**src/rtl/rx_pkg.sv**
```systemverilog
package rx_pkg;

    localparam int unsigned OVERSAMPLE    = 16;
    localparam int unsigned CHAR_BITS     = 8;
    localparam int unsigned SYNC_DEPTH    = 2;
    localparam int unsigned IDLE_BIT_TIME = 11;
    localparam int unsigned BRK_BIT_TIME  = 11;

    typedef enum logic [2:0] {
        SEQ_HUNT,
        SEQ_START,
        SEQ_DATA,
        SEQ_STOP,
        SEQ_WAIT_HIGH
    } seq_state_e;

    function automatic int unsigned max_u(input int unsigned a, input int unsigned b);
        return (a > b) ? a : b;
    endfunction

endpackage

```
**src/rtl/rx_sync.sv**
```systemverilog
module rx_sync #(
    parameter int unsigned STAGES = rx_pkg::SYNC_DEPTH
) (
    input  logic clk,
    input  logic rst,
    input  logic din,
    output logic dout
);
    logic [STAGES-1:0] chain;

    generate
        for (genvar g = 0; g < STAGES; g++) begin : g_stage
            if (g == 0) begin : g_first
                always_ff @(posedge clk) begin
                    if (rst) chain[0] <= 1'b1;
                    else     chain[0] <= din;
                end
            end else begin : g_rest
                always_ff @(posedge clk) begin
                    if (rst) chain[g] <= 1'b1;
                    else     chain[g] <= chain[g-1];
                end
            end
        end
    endgenerate

    assign dout = chain[STAGES-1];
endmodule

```
**src/rtl/rx_frame.sv**
```systemverilog
module rx_frame
    import rx_pkg::*;
#(
    parameter int unsigned OSR   = OVERSAMPLE,
    parameter int unsigned DBITS = CHAR_BITS
) (
    input  logic             clk,
    input  logic             rst,
    input  logic             tick,
    input  logic             line_s,
    output logic [DBITS-1:0] data_q,
    output logic             valid_q,
    output logic             ferr_q
);
    localparam int unsigned CW = $clog2(OSR);
    localparam int unsigned BW = (DBITS > 1) ? $clog2(DBITS) : 1;
    localparam logic [CW-1:0] HALF_LAST = CW'(OSR/2 - 1);
    localparam logic [CW-1:0] FULL_LAST = CW'(OSR - 1);
    localparam logic [BW-1:0] BIT_LAST  = BW'(DBITS - 1);

    seq_state_e       state;
    logic [CW-1:0]    phase;
    logic [BW-1:0]    bit_idx;
    logic [DBITS-1:0] shifter;

    always_ff @(posedge clk) begin
        if (rst) begin
            state   <= SEQ_HUNT;
            phase   <= '0;
            bit_idx <= '0;
            shifter <= '0;
            data_q  <= '0;
            valid_q <= 1'b0;
            ferr_q  <= 1'b0;
        end else begin
            valid_q <= 1'b0;
            if (tick) begin
                unique case (state)
                    SEQ_HUNT: begin
                        if (!line_s) begin
                            state <= SEQ_START;
                            phase <= '0;
                        end
                    end
                    SEQ_START: begin
                        if (phase == HALF_LAST) begin
                            phase   <= '0;
                            bit_idx <= '0;
                            state   <= line_s ? SEQ_HUNT : SEQ_DATA;
                        end else begin
                            phase <= phase + 1'b1;
                        end
                    end
                    SEQ_DATA: begin
                        if (phase == FULL_LAST) begin
                            phase   <= '0;
                            shifter <= {line_s, shifter[DBITS-1:1]};
                            if (bit_idx == BIT_LAST) state <= SEQ_STOP;
                            else bit_idx <= bit_idx + 1'b1;
                        end else begin
                            phase <= phase + 1'b1;
                        end
                    end
                    SEQ_STOP: begin
                        if (phase == FULL_LAST) begin
                            phase   <= '0;
                            valid_q <= 1'b1;
                            data_q  <= shifter;
                            ferr_q  <= ~line_s;
                            state   <= line_s ? SEQ_HUNT : SEQ_WAIT_HIGH;
                        end else begin
                            phase <= phase + 1'b1;
                        end
                    end
                    SEQ_WAIT_HIGH: begin
                        if (line_s) state <= SEQ_HUNT;
                    end
                    default: state <= SEQ_HUNT;
                endcase
            end
        end
    end
endmodule

```
**src/rtl/rx_line_mon.sv**
```systemverilog
module rx_line_mon
    import rx_pkg::*;
#(
    parameter int unsigned OSR        = OVERSAMPLE,
    parameter int unsigned IDLE_BITS  = IDLE_BIT_TIME,
    parameter int unsigned BREAK_BITS = BRK_BIT_TIME
) (
    input  logic clk,
    input  logic rst,
    input  logic tick,
    input  logic line_s,
    output logic idle_q,
    output logic brk_q
);
    localparam int unsigned IDLE_RUN = OSR * IDLE_BITS + 1;
    localparam int unsigned BRK_RUN  = OSR * BREAK_BITS;
    localparam int unsigned RUN_MAX  = max_u(IDLE_RUN, BRK_RUN);
    localparam int unsigned RW       = $clog2(RUN_MAX + 1);
    localparam logic [RW-1:0] IDLE_PRE = RW'(IDLE_RUN - 1);
    localparam logic [RW-1:0] BRK_PRE  = RW'(BRK_RUN - 1);
    localparam logic [RW-1:0] SAT      = RW'(RUN_MAX);

    logic          level;
    logic [RW-1:0] run;

    always_ff @(posedge clk) begin
        if (rst) begin
            level  <= 1'b1;
            run    <= '0;
            idle_q <= 1'b0;
            brk_q  <= 1'b0;
        end else begin
            idle_q <= 1'b0;
            brk_q  <= 1'b0;
            if (tick) begin
                if (line_s != level) begin
                    level <= line_s;
                    run   <= RW'(1);
                end else begin
                    if (run != SAT) run <= run + 1'b1;
                    idle_q <= level  && (run == IDLE_PRE);
                    brk_q  <= !level && (run == BRK_PRE);
                end
            end
        end
    end
endmodule

```
**src/rtl/serial_rx_resync.sv**
```systemverilog
module serial_rx_resync
    import rx_pkg::*;
#(
    parameter int unsigned OSR         = OVERSAMPLE,
    parameter int unsigned DATA_BITS   = CHAR_BITS,
    parameter int unsigned SYNC_STAGES = SYNC_DEPTH,
    parameter int unsigned IDLE_BITS   = IDLE_BIT_TIME,
    parameter int unsigned BREAK_BITS  = BRK_BIT_TIME
) (
    input  logic                 clk,
    input  logic                 rst,
    input  logic                 rx_in,
    input  logic                 tick16,
    output logic [DATA_BITS-1:0] rx_data,
    output logic                 rx_valid,
    output logic                 frame_err,
    output logic                 idle_pulse,
    output logic                 break_pulse
);
    logic line_s;

    rx_sync #(.STAGES(SYNC_STAGES)) i_sync (
        .clk  (clk),
        .rst  (rst),
        .din  (rx_in),
        .dout (line_s)
    );

    rx_frame #(.OSR(OSR), .DBITS(DATA_BITS)) i_frame (
        .clk     (clk),
        .rst     (rst),
        .tick    (tick16),
        .line_s  (line_s),
        .data_q  (rx_data),
        .valid_q (rx_valid),
        .ferr_q  (frame_err)
    );

    rx_line_mon #(.OSR(OSR), .IDLE_BITS(IDLE_BITS), .BREAK_BITS(BREAK_BITS)) i_mon (
        .clk    (clk),
        .rst    (rst),
        .tick   (tick16),
        .line_s (line_s),
        .idle_q (idle_pulse),
        .brk_q  (break_pulse)
    );
endmodule

```
**config.mk**
```make
export PLATFORM = sky130hd
export DESIGN_NAME = serial_rx_resync
export DESIGN_NICKNAME = d
export VERILOG_FILES = /design/src/rtl/rx_pkg.sv /design/src/rtl/rx_sync.sv /design/src/rtl/rx_frame.sv /design/src/rtl/rx_line_mon.sv /design/src/rtl/serial_rx_resync.sv
export SDC_FILE = /design/constraint.sdc
export NUM_CORES = 1
export LEC_CHECK = 0
export ABC_AREA = 1
export CORE_MARGIN = 5
export CORE_UTILIZATION = 55
export DETAILED_ROUTE_END_ITERATION = 10
export GPL_TIMING_DRIVEN = 0
export MAX_ROUTING_LAYER = met4
export PLACE_DENSITY = 0.78
export REMOVE_ABC_BUFFERS = 1
export SYNTH_ARGS = -nofsm -noshare
export SYNTH_HDL_FRONTEND = slang
export SYNTH_SLANG_ARGS = --single-unit
```
**constraint.sdc**
```tcl
create_clock -name clk -period 1.5 [get_ports clk]
set_input_delay 0.3 -clock clk [delete_from_list [all_inputs] [get_ports clk]]
set_output_delay 0.3 -clock clk [all_outputs]
set_load 0.1 [all_outputs]
```
Word-level counts from Yosys, hierarchy flattened:

Cells that the tools add are included.

* output and inout port bits: 12
* word-level logic and storage cells: 74
* register bits after elaboration: 41
* input bits: 4

* bitwise logic cells: 3
* reduce and logical (&&, ||, !) cells: 17
* multiplexer cells: 20
* equality and inequality tests: 18
* $add $sub $neg: 3

Operators by type and width (number)
* $mux 3: 10
* $eq 8x8->1 const B: 2
* $mux 8: 2
* $pmux 3 s5: 1
* $mux 4: 3
* $pmux 4 s3: 1
* $reduce_and 3->1: 3
* $add 8x1->8 const B: 1
* $ne 2x1->1 const B: 4
* $ne 8x8->1 const B: 1
* $reduce_and 7->1: 1
* $eq 3x2->1 const B: 2
* $eq 3x3->1 const B: 2
* $ne 2x2->1 const B: 3
* $pmux 3 s2: 1
* $reduce_or 3->1: 2
* $reduce_and 5->1: 1
* $add 4x1->4 const B: 1
* $eq 4x3->1 const B: 1
* $eq 4x4->1 const B: 1
* $reduce_and 2->1: 2
* $reduce_bool 2->1: 2
* $add 3x1->3 const B: 1
* $eq 3x1->1 const B: 1
* 9 further kinds: 12

Longest topological paths before layout:

* word-level depth: 4
* gate-level depth with buffers: 10
* mapped depth without buffers: 10

Modules after synthesis:

From an unflattened synthesis, not the netlist that was laid out.

* cell total of the unflattened synthesis: 293
* area total of the unflattened synthesis: 2040.7 µm²

Modules (own cells, without submodules)
* rx_frame: area an instance 1290.0 µm², instances 1, cells an instance 183
* rx_line_mon: area an instance 691.9 µm², instances 1, cells an instance 103
* rx_sync: area an instance 58.8 µm², instances 1, cells an instance 7

Worst setup path before layout:

No wires, ideal clock.

* path kind: register -> register
* from: register i_frame.bit_idx[0]
* to: register i_frame.bit_idx[0]
* path buffers: 0
* setup slack: 0.170 ns
* arrival time: 1.215 ns
* required time: 1.385 ns
* stages on the path, launching flop included: 9
* path through: dfxtp_1 > ha_1 > ha_1 > inv_1 > nand3_1 > o21ai_2 > nand3_1 > nand2_1 > nor2_1

* cells in the longest elaborated chain, start to end: 4

Ends and longest elaborated chain
* start: declaration: RTL line rx_frame.sv:23 `logic [BW-1:0] bit_idx;`
* start signal: assignment: RTL line rx_frame.sv:59 `else bit_idx <= bit_idx + 1'b1;`
* $add 3x1->3: RTL line rx_frame.sv:59
* $mux 3: RTL line rx_frame.sv:58 `if (bit_idx == BIT_LAST) state <= SEQ_STOP;`
* $mux 3: RTL line rx_frame.sv:55 `if (phase == FULL_LAST) begin`
* $pmux 3 s2: RTL line rx_frame.sv:38 `unique case (state)`

Parallel ways exist; a longest one is shown, timed or not. The select of a mux whose other input is x is not followed.
A chain may end at the register's enable or synchronous reset.

Final worst setup path:

* from: register i_frame.data_q[7]
* to: output rx_data[7]

RTL lines
* start: declaration: RTL line rx_frame.sv:11 `output logic [DBITS-1:0] data_q,`
* start signal: assignment: RTL line rx_frame.sv:68 `data_q <= shifter;`
* end: declaration: RTL line serial_rx_resync.sv:14 `output logic [DATA_BITS-1:0] rx_data,`

No word-level cell between the ends.

==> flow_results.xml <==
<?xml version="1.0" encoding="UTF-8"?>
<metrics>
  <group name="layout">
    <metric name="nNetsFinal" unit="">321</metric>
    <metric name="final-instance-count-excl-fill" unit="">360</metric>
    <metric name="num_antenna_cells" unit="">0</metric>
    <metric name="ff_latch_area" unit="um^2">826</metric>
    <metric name="synth_to_final_area_change" unit="%">16.8</metric>
    <metric name="fillerInstances" unit="">340</metric>
    <metric name="multi_input_gate_area" unit="um^2">1120</metric>
    <metric name="finalCoreUtilization" unit="%">65.6</metric>
    <metric name="layout-drive-gt1-share" unit="%">20.2</metric>
  </group>
  <group name="sta">
    <metric name="finalHoldViolCount" unit="">0</metric>
    <metric name="post-route-period-util" unit="%">97.7</metric>
    <metric name="worst_margin_pin_slew" unit="ps">539</metric>
    <metric name="slew-limit-headroom" unit="%">64.1</metric>
    <metric name="finalWorstPathRequiredPeriod" unit="ps">1470</metric>
    <metric name="setup_viol_count_final" unit="">0</metric>
    <metric name="max_clock_freq" unit="MHz">682</metric>
    <metric name="final.setup.tns" unit="ps">0</metric>
    <metric name="slew_viol_final" unit="">0</metric>
    <metric name="final.setup_skew" unit="ps">4.95</metric>
  </group>
  <group name="power">
    <metric name="power.density" unit="nW/um^2">1130</metric>
    <metric name="ir_worst_vdd" unit="mV">0.656</metric>
    <metric name="p_total" unit="mW">2.67</metric>
    <metric name="static-leakage-power" unit="nW">0.986</metric>
  </group>
  <group name="routing">
    <metric name="drt-wirelength-per-cell" unit="um">11.0</metric>
    <metric name="totalWireLength" unit="mm">3.97</metric>
    <metric name="final_antenna_net_count" unit="">0</metric>
    <metric name="dr.max_layer_used" unit="">met4</metric>
    <metric name="dr.first_iter.drc_count" unit="">224</metric>
    <metric name="routedLengthMet1" unit="mm">1.89</metric>
    <metric name="wl_met3" unit="um">240</metric>
    <metric name="route.vias.total" unit="">1844</metric>
    <metric name="drt_pre_antenna_iters" unit="">4</metric>
    <metric name="drcViolationCount" unit="">0</metric>
    <metric name="vias_per_cell" unit="">5.12</metric>
    <metric name="dr_wl_met2" unit="mm">1.76</metric>
  </group>
  <group name="critical_path">
    <metric name="timing.critical_path.slowest_cell_delay" unit="ps">540</metric>
    <metric name="critical_path_buf_inv_count" unit="">1</metric>
    <metric name="start_kind" unit="">flip-flop</metric>
    <metric name="cp.required" unit="ps">1200</metric>
    <metric name="timing.reg2reg.worst_path_depth" unit="">8</metric>
    <metric name="critPathSlowestCell" unit="">sky130_fd_sc_hd__clkdlybuf4s18_2</metric>
    <metric name="critical_path_peak_fanout" unit="">2</metric>
    <metric name="timing.reg2reg.setup_slack" unit="ps">70</metric>
    <metric name="worstSetupEndpointType" unit="">output pin</metric>
    <metric name="critPathTopFamily" unit="">buffers and inverters</metric>
    <metric name="cp_cell_sequence" unit="">clkdlybuf4s18_2</metric>
    <metric name="critPathArrivalTime" unit="ps">1170</metric>
    <metric name="r2r_end" unit="">i_mon.run[6]</metric>
    <metric name="worstReg2RegStart" unit="">i_mon.run[0]</metric>
    <metric name="ws_path_type" unit="">flip-flop to output pin</metric>
  </group>
  <group name="global_route">
    <metric name="grt_pass1_vias" unit="">1512</metric>
    <metric name="grt_start_max_net_pins" unit="">28</metric>
    <metric name="grt_util_all_layers" unit="%">16.2</metric>
    <metric name="grt_first_pass_wirelength" unit="mm">6.40</metric>
    <metric name="grt_overflow_total" unit="">0</metric>
    <metric name="antenna_violations_before_repair" unit="">0</metric>
  </group>
  <group name="logic_synthesis">
    <metric name="synth.top_cells.by_count" unit="">sky130_fd_sc_hd__nor2_1, sky130_fd_sc_hd__nand2_1, sky130_fd_sc_hd__dfxtp_1</metric>
    <metric name="synth-edff-count" unit="">0</metric>
    <metric name="synth-async-reset-ratio" unit="%">0</metric>
    <metric name="synth_sequential_area_ratio" unit="%">40.5</metric>
    <metric name="yosys_most_used_dff" unit="">sky130_fd_sc_hd__dfxtp_1</metric>
    <metric name="synth-seq-cells" unit="">41</metric>
    <metric name="synth_area_leader_cell" unit="">sky130_fd_sc_hd__dfxtp_1</metric>
    <metric name="postSynthCellCount" unit="">293</metric>
    <metric name="synth.lib_cells_used.distinct" unit="">34</metric>
    <metric name="synth.area.top_cells" unit="">sky130_fd_sc_hd__dfxtp_1, sky130_fd_sc_hd__nor2_1, sky130_fd_sc_hd__nand2_1</metric>
    <metric name="synth_most_common_cell" unit="">sky130_fd_sc_hd__nor2_1</metric>
    <metric name="post_synth_instance_area" unit="um^2">2030</metric>
    <metric name="ys_warns" unit="">0</metric>
    <metric name="area_share_of_the_largest_cell_type_after_synthesis" unit="%">40.5</metric>
    <metric name="syn-mean-instance-area" unit="um^2">6.92</metric>
  </group>
  <group name="clock_tree">
    <metric name="clock-root-buffer" unit="">sky130_fd_sc_hd__clkbuf_8</metric>
    <metric name="tritoncts.num_buffers" unit="">5</metric>
    <metric name="ctsLongestPathBuffers" unit="">2</metric>
    <metric name="clkSlewWorstSetupHoldPaths" unit="ps">80</metric>
    <metric name="clock_latency" unit="ps">300</metric>
    <metric name="tritoncts" unit="">yes</metric>
    <metric name="tritoncts_num_sinks" unit="">41</metric>
    <metric name="clock_tree.htree_level_count" unit="">2</metric>
  </group>
  <group name="hold_path">
    <metric name="worst_hold_path_type" unit="">flip-flop to flip-flop</metric>
    <metric name="hold_end" unit="">i_sync.dout</metric>
    <metric name="hold-path-cell-count" unit="">1</metric>
    <metric name="worst_hold_start" unit="">i_sync.chain[0]</metric>
  </group>
  <group name="die">
    <metric name="dieArea" unit="um^2">5000</metric>
    <metric name="die_w" unit="um">70.7</metric>
    <metric name="floorplan.initialDensity" unit="%">56.2</metric>
    <metric name="floorplan.core_area" unit="um^2">3610</metric>
    <metric name="die_y" unit="um">70.7</metric>
    <metric name="num_rows" unit="">22</metric>
    <metric name="num_io_pins" unit="">16</metric>
  </group>
  <group name="place">
    <metric name="post-dp-hpwl" unit="mm">2.67</metric>
    <metric name="numPortBuffers" unit="">15</metric>
    <metric name="gp_congestion" unit="">0.926</metric>
    <metric name="placed_cells_incl_taps" unit="">348</metric>
  </group>
  <group name="job">
    <metric name="timing.max_cap.violations" unit="">0</metric>
  </group>
  <group name="status">
    <metric name="outcome" unit="">finished clean</metric>
  </group>
</metrics>
## worst max path at each step
stage / cells past startpoint / slack, ps / startpoint / to
3_3_place_gp: 7 / -680 / tick16 / i_frame.data_q[6]
2_1_floorplan: 8 / 170 / i_frame.bit_idx[0] / i_frame.bit_idx[0]
5_1_grt: 8 / -20 / i_mon.run[0] / i_mon.run[7]
4_1_cts: 1 / 0.2 / i_frame.data_q[3] / rx_data[3]
6_report: 1 / 30 / i_frame.data_q[7] / rx_data[7]
3_5_place_dp: 7 / -730 / tick16 / i_frame.data_q[1]
## sequential cells by signal (all words and copies together) (netlist names)
name / cells
i_frame.data_q: 8
i_frame.ferr_q: 1
i_frame.state: 3
i_mon.level: 1
i_sync.chain: 1
i_frame.bit_idx: 3
i_sync.dout: 1
i_mon.run: 8
i_mon.idle_q: 1
i_frame.phase: 4
i_mon.brk_q: 1
i_frame.valid_q: 1
i_frame.shifter: 8
## per-layer routing
metal	GRT usage (%)	up-vias
met5	-	-
met4	6.47	0
met3	4.40	7
met2	24.9	45
met1	20.1	818
li1	-	974
## through the flow
step / worst slack [ps] / cell area (um^2) / hold WS (ps)
6_report: 34.2 / 2370 / 425
5_1_grt: -19.9 / 2370 / 450
4_1_cts: 0.204 / 2310 / 424
3_5_place_dp: -730 / 2190 / 406
3_3_place_gp: -682 / 2190 / 403
2_1_floorplan: 171 / 1980 / 362
## what timing repair did
item	in CTS	in global routing
setup buffers	0	2
resized for setup	44	36
setup endpoints to repair	42	32
pin swaps	1	5
endpoints found under the hold margin	0	0
gates cloned	0	2
hold buffers	0	0
## where the power goes
part	switching [mW]	internal, mW	total (mW)
clock network	0.394	0.330	0.724
logic	0.478	0.242	0.720
registers	0.0821	1.14	1.23
## layout make-up
| type | instances | share of cell area [%] |
|---|---|---|
| Sequential cell | 41 | 34.9 |
| Inverter | 36 | 5.87 |
| Multi-Input combinational cell | 210 | 47.5 |
| Tap cell | 48 | 2.54 |
| Timing Repair Buffer | 17 | 5.39 |
| Clock buffer | 5 | 2.91 |
| Clock inverter | 3 | 0.899 |
## kinds of logic (layout without fill, tap and decap cells)
group	after synthesis	count (layout)	share of synthesized area, %
buf+inv	44	61	8.95
compound gates	44	44	11.6
flops	41	41	40.5
simple gates	158	160	35.2
fa+ha+maj	6	6	3.70
## placed cells by master, fill, tap and decap left out, types with 3 or more instances in the layout
cell and count:
sky130_fd_sc_hd__nand3_1 21, sky130_fd_sc_hd__nand2_1 50, sky130_fd_sc_hd__o21ai_0 12, sky130_fd_sc_hd__buf_2 8, sky130_fd_sc_hd__clkdlybuf4s15_2 3, sky130_fd_sc_hd__inv_1 26, sky130_fd_sc_hd__clkbuf_8 5, sky130_fd_sc_hd__dfxtp_1 37
sky130_fd_sc_hd__nand3_2 5, sky130_fd_sc_hd__inv_2 8, sky130_fd_sc_hd__nor2_1 63, sky130_fd_sc_hd__nor2_2 3, sky130_fd_sc_hd__o21ai_1 11, sky130_fd_sc_hd__a21oi_1 16, sky130_fd_sc_hd__dfxtp_2 4
Power figures use the tool's default switching activity.
